[src/rtl/flash_rw_pkg.sv]
package flash_rw_pkg;
  localparam int CTL_W = 4;
  localparam int B_ROM = 0;
  localparam int B_RWM = 1;
  localparam int B_LKD = 2;
  localparam int B_PWO = 3;
  localparam logic [CTL_W-1:0] KEY_MASK   = 4'b1110;
  localparam logic [CTL_W-1:0] GUARD_MASK = 4'b1011;
endpackage

[src/rtl/flash_rw_keybits.sv]
module flash_rw_keybits #(
  parameter int NB = 4,
  parameter logic [NB-1:0] KEYED   = '0,
  parameter logic [NB-1:0] GUARDED = '0
) (
  input  logic          clk,
  input  logic          rst_n,
  input  logic          any_wr,
  input  logic          ctl_hit,
  input  logic          in_flash,
  input  logic [NB-1:0] wdata,
  input  logic [NB-1:0] clr,
  output logic [NB-1:0] bits_q,
  output logic [NB-1:0] bits_nxt
);
  logic [NB-1:0] arm_q, arm_nxt;

  for (genvar k = 0; k < NB; k++) begin : g_bit
    logic hit_ok;
    assign hit_ok = ctl_hit & ~(GUARDED[k] & in_flash);

    always_comb begin
      arm_nxt[k]  = arm_q[k];
      bits_nxt[k] = bits_q[k];
      if (any_wr)
        arm_nxt[k] = hit_ok & ~wdata[k];
      if (clr[k])
        bits_nxt[k] = 1'b0;
      else if (hit_ok && !wdata[k])
        bits_nxt[k] = 1'b0;
      else if (hit_ok && wdata[k] && (arm_q[k] || !KEYED[k]))
        bits_nxt[k] = 1'b1;
    end
  end

  always_ff @(posedge clk or negedge rst_n) begin
    if (!rst_n) begin
      arm_q  <= '0;
      bits_q <= '0;
    end else begin
      arm_q  <= arm_nxt;
      bits_q <= bits_nxt;
    end
  end
endmodule

[src/rtl/flash_rw_evt.sv]
module flash_rw_evt (
  input  logic clk,
  input  logic rst_n,
  input  logic nmi,
  input  logic wdt,
  input  logic mode_on,
  output logic evt_now,
  output logic force_read,
  output logic abort
);
  logic fr_nxt, ab_nxt;

  always_comb begin
    evt_now = nmi | wdt;
    fr_nxt  = evt_now;
    ab_nxt  = evt_now & mode_on;
  end

  always_ff @(posedge clk or negedge rst_n) begin
    if (!rst_n) begin
      force_read <= 1'b0;
      abort      <= 1'b0;
    end else begin
      force_read <= fr_nxt;
      abort      <= ab_nxt;
    end
  end
endmodule

[src/rtl/flash_rw_window.sv]
module flash_rw_window #(
  parameter int MEM_AW = 20,
  parameter logic [MEM_AW-1:0] WIN_LO = 20'hC0000,
  parameter logic [MEM_AW-1:0] WIN_HI = 20'hCFFFF
) (
  input  logic              clk,
  input  logic              rst_n,
  input  logic              sys_wr,
  input  logic              sys_bit,
  input  logic              mode_cur,
  input  logic              mode_nxt,
  input  logic [MEM_AW-1:0] addr,
  output logic              exp_q,
  output logic              ok
);
  logic exp_nxt, in_win;

  always_comb begin
    exp_nxt = exp_q;
    if (mode_nxt && !mode_cur)
      exp_nxt = 1'b1;
    else if (!mode_nxt && mode_cur)
      exp_nxt = 1'b0;
    else if (sys_wr)
      exp_nxt = sys_bit;
    in_win = (addr >= WIN_LO) && (addr <= WIN_HI);
    ok     = ~in_win | exp_q;
  end

  always_ff @(posedge clk or negedge rst_n) begin
    if (!rst_n) exp_q <= 1'b0;
    else        exp_q <= exp_nxt;
  end
endmodule

[src/rtl/flash_rw_ctrl.sv]
module flash_rw_ctrl
  import flash_rw_pkg::*;
#(
  parameter int ADDR_W = 10,
  parameter int DATA_W = 8,
  parameter logic [ADDR_W-1:0] CTL_ADDR = 10'h0A0,
  parameter logic [ADDR_W-1:0] SYS_ADDR = 10'h0A1,
  parameter int EXP_POS = 3,
  parameter int MEM_AW = 20,
  parameter logic [MEM_AW-1:0] WIN_LO = 20'hC0000,
  parameter logic [MEM_AW-1:0] WIN_HI = 20'hCFFFF
) (
  input  logic              clk,
  input  logic              rst_n,
  input  logic              wr_en,
  input  logic [ADDR_W-1:0] wr_addr,
  input  logic [DATA_W-1:0] wr_data,
  input  logic              fetch_in_flash,
  input  logic              nmi_evt,
  input  logic              wdt_evt,
  input  logic [MEM_AW-1:0] acc_addr,
  output logic              rom_sel,
  output logic              rw_mode,
  output logic              lock_dis,
  output logic              flash_off,
  output logic              area_exp,
  output logic              force_read_pulse,
  output logic              abort_pulse,
  output logic              acc_ok
);
  logic             ctl_hit, sys_hit, evt_now;
  logic [CTL_W-1:0] clr_vec, bits_q, bits_nxt;

  always_comb begin
    ctl_hit = wr_en && (wr_addr == CTL_ADDR);
    sys_hit = wr_en && (wr_addr == SYS_ADDR);
    clr_vec = '0;
    clr_vec[B_RWM] = evt_now;
  end

  flash_rw_keybits #(.NB(CTL_W), .KEYED(KEY_MASK), .GUARDED(GUARD_MASK)) u_keys (
    .clk(clk), .rst_n(rst_n), .any_wr(wr_en), .ctl_hit(ctl_hit),
    .in_flash(fetch_in_flash), .wdata(wr_data[CTL_W-1:0]), .clr(clr_vec),
    .bits_q(bits_q), .bits_nxt(bits_nxt)
  );

  flash_rw_evt u_evt (
    .clk(clk), .rst_n(rst_n), .nmi(nmi_evt), .wdt(wdt_evt),
    .mode_on(bits_q[B_RWM]), .evt_now(evt_now),
    .force_read(force_read_pulse), .abort(abort_pulse)
  );

  flash_rw_window #(.MEM_AW(MEM_AW), .WIN_LO(WIN_LO), .WIN_HI(WIN_HI)) u_win (
    .clk(clk), .rst_n(rst_n), .sys_wr(sys_hit), .sys_bit(wr_data[EXP_POS]),
    .mode_cur(bits_q[B_RWM]), .mode_nxt(bits_nxt[B_RWM]), .addr(acc_addr),
    .exp_q(area_exp), .ok(acc_ok)
  );

  assign rom_sel   = bits_q[B_ROM];
  assign rw_mode   = bits_q[B_RWM];
  assign lock_dis  = bits_q[B_LKD];
  assign flash_off = bits_q[B_PWO];
endmodule

[config.mk]
export PLATFORM = sky130hd
export DESIGN_NAME = flash_rw_ctrl
export DESIGN_NICKNAME = d
export VERILOG_FILES = /design/src/rtl/flash_rw_pkg.sv /design/src/rtl/flash_rw_keybits.sv /design/src/rtl/flash_rw_evt.sv /design/src/rtl/flash_rw_window.sv /design/src/rtl/flash_rw_ctrl.sv
export SDC_FILE = /design/constraint.sdc
export NUM_CORES = 1
export LEC_CHECK = 0
export BUFFER_PORTS_ARGS = -buffer_cell sky130_fd_sc_hd__buf_2
export CAP_MARGIN = 10
export CORE_UTILIZATION = 35
export CTS_BUF_LIST = sky130_fd_sc_hd__clkbuf_4 sky130_fd_sc_hd__clkbuf_8 sky130_fd_sc_hd__clkbuf_16
export DETAILED_ROUTE_END_ITERATION = 8
export PLACE_DENSITY = 0.81
export SLEW_MARGIN = 10
export SYNTH_ARGS = -nofsm -noshare
export SYNTH_HDL_FRONTEND = slang
export SYNTH_SLANG_ARGS = --single-unit
export TNS_END_PERCENT = 100
[constraint.sdc]
create_clock -name clk -period 3.1 [get_ports clk]
set_clock_uncertainty 0.2 [all_clocks]
set_input_delay 0 -clock clk [delete_from_list [all_inputs] [get_ports clk]]
set_output_delay 0 -clock clk [all_outputs]
set_load 0.01 [all_outputs]
==> impl_metrics.py <==
metrics = {
    "outcome": {
        "status": "completed",
    },
    "setup_path": {
        "cp-end-kind": "register",
        "cp.required_ps": 3050,
        "crit_arrival_ps": 2650,
        "r2r-start": "u_keys.arm_q[1]",
        "regToRegSetupSlack_ps": 1660,
        "rr_worst_depth": 3,
        "crit_fanout": 5,
        "critPathLaunch": "wr_en",
        "cpMaxStageDelayCell": "dlygate4sd3_1",
        "worst-setup-path-type": "primary input to register",
        "cp-start-kind": "primary input",
        "cp_common_cell": "dlygate4sd3_1",
        "crit_end": "u_keys.bits_q[3]",
        "r2r_end": "u_keys.arm_q[1]",
        "path_cells": "dlygate4sd3_1 > buf_2 > nor2b_1 > nand3_1 > or3_4 > nor2_1 > dlygate4sd3_1 > nor2_1 > dlygate4sd3_1",
        "crit_path_max_incr_delay_ps": 570,
    },
    "cts": {
        "tritoncts": "yes",
        "post_cts_resized": 0,
        "cts_buffers": 3,
        "post_cts_buffers": 0,
        "htree_levels": 1,
        "cts_sinks": 10,
        "clk_pin_slew_ps": 70,
        "root_buffer": "clkbuf_4",
        "clkLatencyLatePin_ps": 260,
        "ctsLongestPathBuffers": 2,
    },
    "floorplanning": {
        "fp.dieH_um": 39.2,
        "initial_core_util_pct": 37.3,
        "dieArea_um2": 1540,
        "core-area_um2": 1300,
        "fp.dieW_um": 39.2,
        "row_count": 13,
        "ios": 52,
    },
    "power": {
        "power_density_nw_per_um2": 324,
        "p_leak_nw": 0.465,
        "vdd_ir_drop_max_mv": 0.242,
        "power.total_w": 0.000287,
    },
    "sta": {
        "max_freq_mhz": 370,
        "period_needed_ps": 2700,
        "slew_headroom_pct": 66.3,
        "worst_slew_pin_slew_ps": 501,
        "finalHoldViolCount": 0,
        "setup_ws_ps": 400,
        "period_share_pct": 87.1,
        "rsz0062_at_grt": "no",
        "whs_ps": 12.9,
        "finalSetupViolCount": 0,
        "finalSetupTns_ps": 0,
        "drv_slew": 0,
    },
    "synthesis": {
        "synth_edf_count": 0,
        "syn-instance-count": 45,
        "synth_top_cell_by_area": "dfrtp_1",
        "seq_area_frac_synth_pct": 51.5,
        "synth_warnings": 0,
        "synth_ff_type": "dfrtp_1",
        "synth_top_area_share_pct": 51.5,
        "synth_seq_cells": 10,
        "syn-cell-area_um2": 485,
        "synth.distinct_cells": 19,
        "yosysMostFrequentCell": "dfrtp_1",
        "syn_avg_cell_area_um2": 10.8,
        "synth_nets": 89,
        "synth_area_leaders": "dfrtp_1 (52%), nor4b_4 (9.8%), nor2_1 (5.4%)",
        "async_flop_share_pct": 100,
        "yosys-top-cells-count": "dfrtp_1 (10), nor2_1 (7), nand2_1 (4)",
    },
    "drt": {
        "drtIter0Drc": 7,
        "postRouteAntennaNets": 0,
        "dr.pass1.iters": 4,
        "vias_per_cell": 4.75,
        "wl_per_cell_um": 11.6,
        "wl_mm": 1.32,
        "num_vias": 542,
        "drc": 0,
    },
    "finish": {
        "drive_gt1_share_pct": 40.4,
        "fin_util_pct": 68.1,
        "nets": 144,
        "syn_to_final_growth_pct": 82.5,
        "antennaDiodeCount": 0,
    },
    "place": {
        "port-buffer-count": 31,
        "dp_worst_setup_slack_ps": 1300,
        "place.gp.congestion": 0.679,
        "hpwl_um": 863,
    },
    "run": {
        "max_cap_violations": 0,
    },
    "grt": {
        "antenna_found_initial": 0,
        "grt-ovfl-total": 0,
        "grt_max_degree": 11,
        "grt_use_total_pct": 21.6,
        "grt_pass1_vias": 543,
        "grt_pass1_wl_mm": 2.13,
    },
    "hold_path": {
        "hold_class": "primary input to register",
    },
}
==> metal layers <==
| layer | track usage, % | vias to the layer above | share of wire [%] |
|---|---|---|---|
| li1 | - | 274 | - |
| met1 | 22.5 | 246 | 42 |
| met2 | 39.6 | 20 | 52 |
| met3 | 5.20 | 2 | 4.7 |
| met4 | 10.3 | 0 | 0.68 |
| met5 | 0 | - | 0 |
==> placed cells by master (no fill, tap or decap), types with 2 or more instances in the layout <==
master / netlist / final
buf_2: 0 / 31
nor2_1: 7 / 7
dlygate4sd3_1: 0 / 19
clkbuf_4: 0 / 3
nand2_1: 4 / 4
nor4b_4: 2 / 2
dfrtp_1: 10 / 10
a21o_1: 2 / 2
a21oi_1: 3 / 3
inv_1: 3 / 3
nor3_1: 3 / 3
==> how the worst min path moves through the flow <==
stage,startpoint,to,slack [ps],cells past startpoint
after floorplan,rst_n,u_evt.abort,-500,0
after global placement,rst_n,u_evt.force_read,-340,1
after detailed placement,rst_n,u_evt.force_read,-330,1
after CTS,wr_addr[0],u_keys.bits_q[1],9,4
after global routing,wr_addr[0],u_keys.bits_q[1],30,4
final,wr_addr[0],u_keys.bits_q[1],10,4
==> per-stage QoR <==
| stage | cell area [µm²] | cells |
|---|---|---|
| after global routing | 886 | 114 |
| after CTS | 886 | 114 |
| after global placement | 659 | 91 |
| after detailed placement | 659 | 91 |
| final | 886 | 114 |
| after floorplan | 485 | 45 |
==> repair_timing <==
action,in CTS,in global routing
endpoints found under the hold margin,20,0
hold buffers,19,0
setup endpoints to repair,0,0
==> critical path: cells and delay by family <==
family | cells | cell delay, ps
buffers and inverters | 4 | 1750
AND/OR/NAND/NOR | 5 | 900
==> layout make-up <==
cell class,instances,area [µm²]
inverter,3,11.3
multi-input combinational,32,224
fill,105,415
sequential,10,250
tap,15,18.8
timing repair buffer,50,345
clock buffer,4,36.3
==> where the power goes <==
part / total (W) / switching, W / internal [W]
sequential: 0.000131 / 0.000000192 / 0.000131
combinational: 0.0000389 / 0.0000153 / 0.0000236
clock: 0.000117 / 0.0000454 / 0.0000713
==> flip-flops by register name, summed over array words and instances, names as in the netlist <==
register          count
u_evt.abort           1
u_keys.arm_q          3
u_keys.bits_q         4
u_evt.force_read      1
u_win.exp_q           1
==> cells by family after synthesis <==
| family | Yosys count | share of synthesized area (%) |
|---|---|---|
| multiplexers | 1 | 2.83 |
| AO/OA/AOI/OAI | 9 | 13.1 |
| flip-flops | 10 | 51.5 |
| AND/OR/NAND/NOR | 22 | 30.2 |
| buffers and inverters | 3 | 2.32 |
(Power assumes the default switching activity.)
